File: src/rtl/prog_dec_pkg.sv
// Shared types and key mapping for the supply-pulse programming decoder.
// Assumes keys fit in three bits; key counts above 7 saturate.
package prog_dec_pkg;

    typedef enum logic [1:0] {
        LV_LOW  = 2'b00,
        LV_MID  = 2'b01,
        LV_HIGH = 2'b10
    } lvl_t;

    typedef enum logic [1:0] {
        M_NONE = 2'd0,
        M_BLOW = 2'd1,
        M_TRY  = 2'd2
    } prog_mode_t;

    typedef enum logic [2:0] {
        S_IDLE,
        S_MODE_CNT,
        S_PAR_OPEN,
        S_PAR_CNT,
        S_ADDR_OPEN,
        S_ADDR,
        S_DONE,
        S_ERR
    } seq_state_t;

    localparam int KEY_W         = 3;
    localparam int NUM_REGS      = 4;
    localparam int IDX_W         = 2;
    localparam int MODE_KEY_BLOW = 1;
    localparam int MODE_KEY_TRY  = 2;

    // True when a parameter key names an existing register
    function automatic logic key_valid(input logic [KEY_W-1:0] k);
        return (k == 3'd1) || (k == 3'd2) || (k == 3'd3) || (k == 3'd5);
    endfunction

    // Maps a valid parameter key to its register slot
    function automatic logic [IDX_W-1:0] key_to_idx(input logic [KEY_W-1:0] k);
        case (k)
            3'd2:    return 2'd1;
            3'd3:    return 2'd2;
            3'd5:    return 2'd3;
            default: return 2'd0;
        endcase
    endfunction

endpackage

File: src/rtl/lvl_deglitch.sv
// Level deglitcher: passes a classified supply level on only after it has
// been stable for FILT_LEN+1 consecutive samples. The unused code 11 is
// read as low. Assumes FILT_LEN >= 2. Rising and falling edges of the
// output are delayed by the same amount, so pulse widths are preserved.
module lvl_deglitch
    import prog_dec_pkg::*;
#(
    parameter int FILT_LEN = 3
) (
    input  logic       clk,
    input  logic       rst_n,
    input  logic [1:0] lvl_i,
    output lvl_t       lvl_o
);
    localparam int CNT_W = $clog2(FILT_LEN + 1);

    lvl_t             raw;
    lvl_t             cand;
    logic [CNT_W-1:0] stab_cnt;

    // Map the raw code into the level type, folding 11 into low
    always_comb begin
        raw = (lvl_i == 2'b11) ? LV_LOW : lvl_t'(lvl_i);
    end

    // Track the candidate level and promote it once it has been stable
    always_ff @(posedge clk) begin
        if (!rst_n) begin
            cand     <= LV_LOW;
            stab_cnt <= '0;
            lvl_o    <= LV_LOW;
        end else if (raw != cand) begin
            cand     <= raw;
            stab_cnt <= '0;
        end else if (stab_cnt < CNT_W'(FILT_LEN - 1)) begin
            stab_cnt <= stab_cnt + 1'b1;
        end else begin
            lvl_o <= cand;
        end
    end

    // The filtered level only changes to a value the raw input held for the last two samples
    p_filter_hold_r1: assert property (@(posedge clk) disable iff (!rst_n)
        (lvl_o != $past(lvl_o)) |-> ($past(raw, 1) == lvl_o && $past(raw, 2) == lvl_o));

endmodule

File: src/rtl/pulse_qualifier.sv
// Pulse qualifier: measures each active pulse and the low gap before it on
// the filtered level. When a pulse ends, it emits a one-cycle event of the
// pulse's type if the pulse was at least MIN_ACTIVE samples long and the gap
// before it was at least MIN_LOW samples. Assumes MIN_ACTIVE >= 2.
module pulse_qualifier
    import prog_dec_pkg::*;
#(
    parameter int MIN_ACTIVE = 40,
    parameter int MIN_LOW    = 40
) (
    input  logic clk,
    input  logic rst_n,
    input  lvl_t lvl_i,
    output logic ev_mid_o,
    output logic ev_high_o
);
    localparam int WW = $clog2(MIN_ACTIVE + 1);
    localparam int LW = $clog2(MIN_LOW + 1);

    lvl_t          prev;
    logic [WW-1:0] wcnt;
    logic [LW-1:0] lcnt;
    logic          gap_ok;
    logic          ending;
    logic          good;

    // A pulse ends when the level leaves the active value it held
    always_comb begin
        ending = (prev != LV_LOW) && (lvl_i != prev);
        good   = gap_ok && (wcnt >= WW'(MIN_ACTIVE));
    end

    // Width and gap counters plus the event generation at the end of a pulse
    always_ff @(posedge clk) begin
        if (!rst_n) begin
            prev      <= LV_LOW;
            wcnt      <= '0;
            lcnt      <= '0;
            gap_ok    <= 1'b0;
            ev_mid_o  <= 1'b0;
            ev_high_o <= 1'b0;
        end else begin
            prev      <= lvl_i;
            ev_mid_o  <= ending && good && (prev == LV_MID);
            ev_high_o <= ending && good && (prev == LV_HIGH);
            if (lvl_i == LV_LOW) begin
                if (ending) begin
                    lcnt <= LW'(1);
                end else if (lcnt < LW'(MIN_LOW)) begin
                    lcnt <= lcnt + 1'b1;
                end
            end else if (lvl_i != prev) begin
                gap_ok <= (prev == LV_LOW) && (lcnt >= LW'(MIN_LOW));
                wcnt   <= WW'(1);
                lcnt   <= '0;
            end else if (wcnt < WW'(MIN_ACTIVE)) begin
                wcnt <= wcnt + 1'b1;
            end
        end
    end

    // Events only follow a change of the filtered level
    p_event_on_edge_r2: assert property (@(posedge clk) disable iff (!rst_n)
        (ev_mid_o || ev_high_o) |-> ($past(lvl_i, 1) != $past(lvl_i, 2)));

    // Minimum widths forbid two events in consecutive cycles
    p_no_back_to_back_r3: assert property (@(posedge clk) disable iff (!rst_n)
        (ev_mid_o || ev_high_o) |=> !(ev_mid_o || ev_high_o));

endmodule

File: src/rtl/frame_sequencer.sv
// Frame sequencer: walks the high/mids/high framing for mode and register
// selection, then bit-field addressing. In trial mode a high pulse during
// addressing reopens parameter selection. In fuse mode it is the blow pulse
// and closes the session. Misplaced pulses and unknown keys are sticky errors.
module frame_sequencer
    import prog_dec_pkg::*;
(
    input  logic             clk,
    input  logic             rst_n,
    input  logic             ev_mid_i,
    input  logic             ev_high_i,
    output logic             mode_try_o,
    output logic             mode_blow_o,
    output logic [KEY_W-1:0] key_o,
    output logic [IDX_W-1:0] idx_o,
    output logic             addr_o,
    output logic             inc_req_o,
    output logic             blow_o,
    output logic             err_o
);
    seq_state_t       state;
    prog_mode_t       mode;
    logic [KEY_W-1:0] cnt;
    logic [KEY_W-1:0] cnt_nxt;

    // Saturating mid-pulse count for the key being framed
    always_comb begin
        cnt_nxt = (cnt == '1) ? cnt : cnt + 1'b1;
    end

    // Protocol state machine with registered strobes
    always_ff @(posedge clk) begin
        if (!rst_n) begin
            state     <= S_IDLE;
            mode      <= M_NONE;
            cnt       <= '0;
            key_o     <= '0;
            idx_o     <= '0;
            inc_req_o <= 1'b0;
            blow_o    <= 1'b0;
        end else begin
            inc_req_o <= 1'b0;
            blow_o    <= 1'b0;
            case (state)
                S_IDLE: begin
                    if (ev_high_i) begin
                        state <= S_MODE_CNT;
                        cnt   <= '0;
                    end else if (ev_mid_i) begin
                        state <= S_ERR;
                    end
                end
                S_MODE_CNT: begin
                    if (ev_mid_i) begin
                        cnt <= cnt_nxt;
                    end else if (ev_high_i) begin
                        if (cnt == KEY_W'(MODE_KEY_BLOW)) begin
                            mode  <= M_BLOW;
                            state <= S_PAR_OPEN;
                        end else if (cnt == KEY_W'(MODE_KEY_TRY)) begin
                            mode  <= M_TRY;
                            state <= S_PAR_OPEN;
                        end else begin
                            state <= S_ERR;
                        end
                    end
                end
                S_PAR_OPEN: begin
                    if (ev_high_i) begin
                        state <= S_PAR_CNT;
                        cnt   <= '0;
                    end else if (ev_mid_i) begin
                        state <= S_ERR;
                    end
                end
                S_PAR_CNT: begin
                    if (ev_mid_i) begin
                        cnt <= cnt_nxt;
                    end else if (ev_high_i) begin
                        if (key_valid(cnt)) begin
                            key_o <= cnt;
                            idx_o <= key_to_idx(cnt);
                            state <= S_ADDR_OPEN;
                        end else begin
                            state <= S_ERR;
                        end
                    end
                end
                S_ADDR_OPEN: begin
                    if (ev_high_i) begin
                        state <= S_ADDR;
                    end else if (ev_mid_i) begin
                        state <= S_ERR;
                    end
                end
                S_ADDR: begin
                    if (ev_mid_i) begin
                        inc_req_o <= 1'b1;
                    end else if (ev_high_i) begin
                        if (mode == M_TRY) begin
                            state <= S_PAR_CNT;
                            cnt   <= '0;
                        end else begin
                            blow_o <= 1'b1;
                            state  <= S_DONE;
                        end
                    end
                end
                S_DONE: begin
                    if (ev_mid_i || ev_high_i) begin
                        state <= S_ERR;
                    end
                end
                default: state <= S_ERR;
            endcase
        end
    end

    // Decoded status outputs
    always_comb begin
        mode_try_o  = (mode == M_TRY);
        mode_blow_o = (mode == M_BLOW);
        addr_o      = (state == S_ADDR);
        err_o       = (state == S_ERR);
    end

    // The error state is left only through reset or power cycle
    p_err_sticky_r10: assert property (@(posedge clk) disable iff (!rst_n)
        err_o |=> err_o);

    // Blow strobes only happen in fuse mode
    p_blow_in_fuse_r9: assert property (@(posedge clk) disable iff (!rst_n)
        blow_o |-> mode_blow_o);

    // After a blow, addressing is closed
    p_single_blow_r9: assert property (@(posedge clk) disable iff (!rst_n)
        blow_o |=> (!addr_o && !blow_o));

    // Addressing always runs on a legal register key
    p_key_legal_r5: assert property (@(posedge clk) disable iff (!rst_n)
        addr_o |-> key_valid(key_o));

endmodule

File: src/rtl/code_bank.sv
// Code bank: one saturating trial-code counter per parameter register, with
// the width of each taken from its own parameter. Increments that reach a
// saturated counter are dropped without a strobe. Assumes idx_i is stable
// while inc_i is high.
module code_bank
    import prog_dec_pkg::*;
#(
    parameter int SENS_BITS = 8,
    parameter int QDC_BITS  = 9,
    parameter int FREQ_BITS = 4,
    parameter int LOCK_BITS = 1,
    parameter int CODE_W    = 9
) (
    input  logic              clk,
    input  logic              rst_n,
    input  logic              inc_i,
    input  logic [IDX_W-1:0]  idx_i,
    output logic [CODE_W-1:0] code_o,
    output logic              inc_o
);
    logic [CODE_W-1:0]   codes [NUM_REGS];
    logic [NUM_REGS-1:0] sat;

    for (genvar g = 0; g < NUM_REGS; g++) begin : g_reg
        localparam int B = (g == 0) ? SENS_BITS :
                           (g == 1) ? QDC_BITS  :
                           (g == 2) ? FREQ_BITS : LOCK_BITS;
        logic [B-1:0] c;

        // Saturating counter for this register's trial code
        always_ff @(posedge clk) begin
            if (!rst_n) begin
                c <= '0;
            end else if (inc_i && (idx_i == IDX_W'(g)) && !(&c)) begin
                c <= c + 1'b1;
            end
        end

        assign codes[g] = CODE_W'(c);
        assign sat[g]   = &c;

        // A full counter stays full under further increments
        p_no_wrap_r7: assert property (@(posedge clk) disable iff (!rst_n)
            (inc_i && (idx_i == IDX_W'(g)) && (&c)) |=> (&c));
    end

    // Strobe accepted increments
    always_ff @(posedge clk) begin
        if (!rst_n) begin
            inc_o <= 1'b0;
        end else begin
            inc_o <= inc_i && !sat[idx_i];
        end
    end

    assign code_o = codes[idx_i];

endmodule

File: src/rtl/supply_prog_decoder.sv
// Top of the supply-pulse programming decoder: deglitcher, pulse qualifier,
// frame sequencer and code bank in a chain. Reset and power cycle act alike
// and are both synchronous. Assumes one level sample per clock.
module supply_prog_decoder
    import prog_dec_pkg::*;
#(
    parameter int FILT_LEN   = 3,
    parameter int MIN_ACTIVE = 40,
    parameter int MIN_LOW    = 40,
    parameter int SENS_BITS  = 8,
    parameter int QDC_BITS   = 9,
    parameter int FREQ_BITS  = 4,
    parameter int LOCK_BITS  = 1,
    localparam int MAX_AB    = (SENS_BITS > QDC_BITS) ? SENS_BITS : QDC_BITS,
    localparam int MAX_CD    = (FREQ_BITS > LOCK_BITS) ? FREQ_BITS : LOCK_BITS,
    localparam int CODE_W    = (MAX_AB > MAX_CD) ? MAX_AB : MAX_CD
) (
    input  logic              clk,
    input  logic              rst_n,
    input  logic              pwr_cycle,
    input  logic [1:0]        supply_lvl,
    output logic              mode_try,
    output logic              mode_blow,
    output logic [2:0]        reg_key,
    output logic              addr_active,
    output logic [CODE_W-1:0] code_val,
    output logic              code_inc,
    output logic              blow_strobe,
    output logic              seq_err
);
    logic             clr_n;
    lvl_t             lvl_f;
    logic             ev_mid;
    logic             ev_high;
    logic [IDX_W-1:0] idx;
    logic             inc_req;

    assign clr_n = rst_n && !pwr_cycle;

    lvl_deglitch #(.FILT_LEN(FILT_LEN)) u_filt (
        .clk   (clk),
        .rst_n (clr_n),
        .lvl_i (supply_lvl),
        .lvl_o (lvl_f)
    );

    pulse_qualifier #(.MIN_ACTIVE(MIN_ACTIVE), .MIN_LOW(MIN_LOW)) u_qual (
        .clk       (clk),
        .rst_n     (clr_n),
        .lvl_i     (lvl_f),
        .ev_mid_o  (ev_mid),
        .ev_high_o (ev_high)
    );

    frame_sequencer u_seq (
        .clk         (clk),
        .rst_n       (clr_n),
        .ev_mid_i    (ev_mid),
        .ev_high_i   (ev_high),
        .mode_try_o  (mode_try),
        .mode_blow_o (mode_blow),
        .key_o       (reg_key),
        .idx_o       (idx),
        .addr_o      (addr_active),
        .inc_req_o   (inc_req),
        .blow_o      (blow_strobe),
        .err_o       (seq_err)
    );

    code_bank #(
        .SENS_BITS (SENS_BITS),
        .QDC_BITS  (QDC_BITS),
        .FREQ_BITS (FREQ_BITS),
        .LOCK_BITS (LOCK_BITS),
        .CODE_W    (CODE_W)
    ) u_bank (
        .clk    (clk),
        .rst_n  (clr_n),
        .inc_i  (inc_req),
        .idx_i  (idx),
        .code_o (code_val),
        .inc_o  (code_inc)
    );

    // Increments are only reported while addressing
    p_inc_only_addr_r6: assert property (@(posedge clk) disable iff (!clr_n)
        code_inc |-> addr_active);

    // Every increment strobe matches a one-step code change
    p_code_step_r6: assert property (@(posedge clk) disable iff (!clr_n)
        code_inc |-> (code_val == CODE_W'($past(code_val) + 1'b1)));

    // Mode flags are mutually exclusive
    p_mode_excl_r4: assert property (@(posedge clk) disable iff (!clr_n)
        !(mode_try && mode_blow));

    // The cycle after reset or power cycle shows a cleared decoder
    p_clear_r11: assert property (@(posedge clk)
        !clr_n |=> (!seq_err && !addr_active && !mode_try && !mode_blow && reg_key == 3'd0));

endmodule

File: config.mk
export PLATFORM = sky130hd
export DESIGN_NAME = supply_prog_decoder
export DESIGN_NICKNAME = d
export VERILOG_FILES = /design/src/rtl/prog_dec_pkg.sv /design/src/rtl/lvl_deglitch.sv /design/src/rtl/pulse_qualifier.sv /design/src/rtl/frame_sequencer.sv /design/src/rtl/code_bank.sv /design/src/rtl/supply_prog_decoder.sv
export SDC_FILE = /design/constraint.sdc
export NUM_CORES = 1
export LEC_CHECK = 0
export BUFFER_PORTS_ARGS = -buffer_cell sky130_fd_sc_hd__buf_2
export CAP_MARGIN = 5
export CORE_UTILIZATION = 35
export CTS_BUF_LIST = sky130_fd_sc_hd__clkbuf_4 sky130_fd_sc_hd__clkbuf_8
export DETAILED_ROUTE_END_ITERATION = 16
export PLACE_DENSITY = 0.65
export SLEW_MARGIN = 20
export SYNTH_ARGS = -nofsm -noshare
export SYNTH_HDL_FRONTEND = slang
export SYNTH_SLANG_ARGS = --single-unit
File: constraint.sdc
create_clock -name clk -period 1.8 [get_ports clk]
set_input_delay 0.27 -clock clk [delete_from_list [all_inputs] [get_ports clk]]
set_output_delay 0.27 -clock clk [all_outputs]
set_load 0.01 [all_outputs]
* Word-level counts from Yosys, hierarchy flattened *
Index checks and enable logic that the tools add are counted.

cells by class
  add/subtract/negate cells = 8
  order comparisons = 7
  equality and inequality tests = 34
  mux-type cells = 40
  bitwise gates (word level) = 8
  reductions and logical operators = 51

operators with widths
  kind                                                                     count
  3-bit 2-to-1 mux                                                         20
  6-bit 2-to-1 mux                                                         6
  3-bit one-hot mux with 7 select lines                                    1
  9-bit binary-select mux with 2-bit select                                1
  3-bit equality test, second input constant                               6
  9-bit 2-to-1 mux                                                         2
  1-bit logical AND                                                        16
  2-bit inequality test, second input constant                             7
  7-bit AND reduction                                                      2
  6-bit by 1-bit adder with 6-bit output, second input constant            2
  3-bit by 2-bit equality test with 1-bit output, second input constant    4
  6-bit greater-or-equal comparator, second input constant                 2
  6-bit < comparator, second input constant                                2
  4-bit AND reduction                                                      3
  2-bit equality test, second input constant                               5
  2-bit AND reduction                                                      5
  9-bit by 1-bit adder with 9-bit output, second input constant            1
  3-bit one-hot mux with 3 select lines                                    1
  9-bit AND reduction                                                      1
  8-bit by 1-bit adder with 8-bit output, second input constant            1
  2-bit 2-to-1 mux                                                         4
  2-bit by 1-bit inequality test with 1-bit output, second input constant  4
  8-bit AND reduction                                                      1
  2-bit nonzero test                                                       4
  23 further kinds                                                         47

storage, ports and cells
  bits in registers = 61
  bits of input ports = 5
  output and inout bits = 18
  word-level logic and storage cells = 169

* Logic depth before layout (Yosys ltp) *
  word-level depth = 8
  mapped depth = 9
  depth with buffers taken out = 8

* By module *
A second synthesis with hierarchy kept.

unflattened totals
  cells, all modules = 374
  area total of the unflattened synthesis = 3357.0 µm²

by module, submodules not included
  module               instances  cells an instance  area each (µm²)  seq. area each (µm²)
  code_bank            1          152                1343.8           460.4
  pulse_qualifier      1          97                 859.6            340.3
  frame_sequencer      1          92                 823.3            300.3
  lvl_deglitch         1          32                 316.6            120.1
  supply_prog_decoder  1          1                  13.8             0.0

* Worst setup path before layout *
Ideal clock, no wire load.

  kind = flip-flop to flip-flop
  from = reg u_bank.g_reg[1].c[0]
  to = reg u_bank.g_reg[1].c[4]
  setup time = 0.128 ns
  arrival = 1.818 ns
  required time = 1.672 ns
  slack = -0.146 ns
  cell stages (with the launch flop) = 10
  buffers on the path = 1
  period minus slack after synthesis = 1.946 ns
  cells stage by stage = dfxtp_1 > ha_1 > and3_1 > and3_1 > ha_1 > nor4bb_1 > buf_2 > nand4_1 > xor2_1 > nor2_1

between the ends
  word-level cells in the longest chain between the ends = 3

RTL lines
  element                                                                         line             text
  start, declared                                                                 code_bank.sv:28  logic [B-1:0] c;
  start signal, assigned                                                          code_bank.sv:35  c <= c + 1'b1;
  branches (longest 3 deep; another with 9-bit by 1-bit adder with 9-bit output)  n/a

Several ways; the timed one is not identified.
A chain may end at the register's enable or synchronous reset.

* Worst setup path in the final report *
  from = reg u_bank.g_reg[1].c[0]
  to = reg u_bank.g_reg[1].c[6]

The elaborated chain is that of the path after synthesis.

==> results.toml <==
[run_status]
status = "finished with violations"
violations = "setup timing"

[global_routing]
busiest_layer = "met2"
grt_pass1_wl_um = 11900
use_met1 = 0.183
track_usage = 0.156
grt_antenna_before_repair = 0
grt_overflow = 0
grt_pass1_vias = 2640
met2_usage = 0.264
grt_max_degree = 31
use_met3 = 0.0532

[cells_and_area]
fin_nets = 424
regArea_um2 = 1230
diodes = 0
syn_to_final_growth_pct = 21.1
stdcell_area_um2 = 3830
drive_gt1_frac = 0.204
multi_input_area_um2 = 1870
num-fill-cells = 878

[timing]
hold_viol = 0
fin_setup_tns_ns = -0.114
fin_crit_ns = 1.84
tightest_slew_ns = 0.468
fin_ws_ns = -0.0394
maxSlewHeadroom = 0.687
drv_slew = 0
finalSetupViolations = 6
rsz0062_at_grt = "yes"
clock.fmax_mhz = 544
period_share = 1.02
fin_skew_ns = 0.00712

[setup_path]
required_ns = 2.02
crit_path_cell_trace = "ha_4 -> and3_4 -> and3_4 -> ha_4 -> nor4bb_4 -> buf_4 -> nand4_1 -> xor2_1 -> nor2_1"
max_stage_delay_ns = 0.34
cp_max_fo = 5
ff2ff_path_depth = 9
slowest_stage = "dfxtp_2"
worstSetupPathType = "reg2reg"
start_kind = "register"
crit_path_end_kind = "register"
worstPathArrival_ns = 2.06

[power_and_ir_drop]
power.density_nw_per_um2 = 733
sequentialPowerShare = 0.483
internal-power_uw = 2240
p_sw_uw = 567
ir_drop_mv = 0.437
combPwrFrac = 0.022
p_leak_uw = 0.00140
pwr-share-clk = 0.494
p_sw_frac = 0.202

[placed_design]
hpwl_um = 4920
gp_congestion = 0.813
portBuffers = 22
dpl_cell_area_um2 = 3540

[yosys]
synth_edf_count = 0
netlist_instances = 363
synth-main-ff-cell = "dfxtp_1"
yosysUniqueCellTypes = 58
ys_async_sr_fraction = 0
synth-seq-cells = 61
ys_warn_count = 0
syn_nets = 380
avgSynthCellArea_um2 = 8.73
ys_seq_area_frac = 0.385
syn_area_um2 = 3170

[route]
wire_per_inst_um = 13.1
via_per_inst = 5.26
drtIter0Drc = 68
drc = 0
ant_nets = 0
vias = 2737
wirelength_um = 6790
drt-pass1-iter-count = 4

[floorplanning]
start_util = 0.362
fp-row-count = 34
io_pins = 23
die_w_um = 97.1
core_area_um2 = 8760
dieArea_um2 = 9440
chipHeight_um = 97.1

[flow_run]
maxCapViolCount = 0

[clock_tree]
root_buffer = "clkbuf_8"
clkLatencyLatePin_ns = 0.34
clk_path_buf_depth = 2
cts_htree_levels = 3
postCtsHoldBufs = 0
cts-buffers-inserted = 9
clk_pin_slew_ns = 0.07
tritoncts = "yes"
cts.sink_count = 61

[worst_hold_path]
hp-class = "in2reg"
hold_path_depth = 3
==> critical path: cells and delay by family, from the launching register on <==
kind	cells	cell delay, ns
adders and majority gates	2	0.31
buffers and inverters	1	0.18
DFF	1	0.34
xor gates and xnor gates	1	0.16
and+or+nand+nor	5	0.74
==> cell usage after synthesis (2+ instances only) <==
cell type / number / area (µm²)
dfxtp_1: 61 / 1220
nor2_1: 38 / 143
nand2_1: 22 / 82.6
mux2i_1: 19 / 190
nand3_1: 18 / 90.1
a21oi_1: 17 / 85.1
inv_1: 16 / 60.1
o21ai_0: 16 / 80.1
nor3_1: 14 / 70.1
xor2_1: 13 / 114
ha_1: 12 / 150
nand2b_1: 9 / 56.3
and3_1: 8 / 50.1
clkbuf_1: 8 / 30.0
nand4_1: 8 / 50.1
a31oi_1: 7 / 43.8
xnor2_1: 6 / 52.6
nor2b_1: 5 / 31.3
a211oi_1: 4 / 30.0
nor4_1: 4 / 25.0
a2111oi_0: 3 / 26.3
buf_1: 3 / 11.3
nand3b_1: 3 / 22.5
nor3b_1: 3 / 22.5
or3_1: 3 / 18.8
a211oi_4: 2 / 40.0
a21boi_1: 2 / 15.0
and3b_1: 2 / 17.5
and4_1: 2 / 17.5
buf_2: 2 / 10.0
buf_4: 2 / 15.0
o211ai_1: 2 / 15.0
o21a_1: 2 / 15.0
o22ai_1: 2 / 12.5
o31ai_1: 2 / 15.0
==> path summary, 6_finish.rpt <==
| path | from | end | slack [ns] |
|---|---|---|---|
| setup / recovery | u_bank.g_reg[1].c[0]$_SDFFE_PP0P_ | u_bank.g_reg[1].c[6]$_SDFFE_PP0P_ | -0.04 |
| hold / removal | pwr_cycle | u_seq.mode[1]$_SDFFE_PP0P_ | 0.28 |
| setup reg to reg | u_bank.g_reg[1].c[0]$_SDFFE_PP0P_ | u_bank.g_reg[1].c[6]$_SDFFE_PP0P_ | -0.04 |
| hold reg to reg | u_qual.lcnt[5]$_SDFFE_PP0P_ | u_qual.lcnt[5]$_SDFFE_PP0P_ | 0.47 |
==> registers in the layout (all words and copies together) (netlist names), 2 cells and up <==
name and flops:
u_qual.lcnt 6, u_seq.state 3, u_seq.idx_o 2, u_filt.lvl_o 2, u_qual.prev 2, u_seq.cnt 3
u_filt.cand 2, u_qual.wcnt 6, u_seq.mode 2, u_seq.key_o 3, u_bank.g.c 22, u_filt.stab_cnt 2
==> cell type report <==
class | instances | share of cell area
flip-flops and latches | 61 | 0.320
inverters | 16 | 0.0157
clock inverters | 4 | 0.0183
multi-input cells | 270 | 0.487
well taps | 108 | 0.0352
clock buffers | 12 | 0.0414
repair buffers | 49 | 0.0825
==> cell families after synthesis <==
kind of cell,share of synthesized area
simple gates,0.257
compound gates,0.142
flops,0.385
buf+inv,0.0434
xor+xnor,0.0577
mux,0.0671
fa+ha+maj,0.0474
==> per-stage QoR <==
step / total power, µW / setup slack, ns / util / std cells / hold WS [ns]
2_1_floorplan: 1430 / -0.0226 / - / 363 / 0.434
3_3_place_gp: 1450 / -0.0654 / 0.404 / 502 / 0.447
3_5_place_dp: 1450 / -0.130 / 0.404 / 502 / 0.454
4_1_cts: 2860 / -0.0484 / 0.437 / 520 / 0.254
5_1_grt: 2920 / -0.158 / 0.438 / 520 / 0.260
6_report: 2810 / -0.0394 / 0.438 / 520 / 0.278
==> cells in the final DEF (no fill, tap or decap), types with 3 or more instances in the layout <==
cell       count
dfxtp_1       58
nor2_1        38
buf_4         26
nand2_1       22
buf_2         22
mux2i_1       19
nand3_1       18
a21oi_1       17
inv_1         16
o21ai_0       15
nor3_1        14
xor2_1        13
clkbuf_8      11
ha_1          10
nand2b_1       9
nand4_1        8
a31oi_1        7
and3_1         6
nor2b_1        5
xnor2_1        5
nor4_1         4
a211oi_1       4
nand3b_1       3
nor3b_1        3
or3_1          3
a2111oi_0      3
==> power groups by stage <==
stage / clock network (µW) / registers, µW / logic (µW)
after floorplan: 0 / 1390 / 41.3
after global routing: 1490 / 1360 / 69.1
after global placement: 0 / 1390 / 61.4
final: 1390 / 1360 / 62.3
after detailed placement: 0 / 1390 / 62.8
after CTS: 1430 / 1360 / 63.3
==> metal layers <==
metal / wire (µm) / up-vias
met2: 3420 / 49
met5: 0 / -
li1: - / 1390
met3: 254 / 5
met1: 3060 / 1293
met4: 53 / 0
==> timing repair <==
| action | CTS | global route |
|---|---|---|
| setup endpoints to repair | 16 | 12 |
| gates resized for setup | 9 | 3 |
| setup buffers | 1 | 0 |
| gates cloned | 1 | 0 |
| pin swaps | 8 | 1 |
No activity file was read; power rests on OpenSTA's default activity.
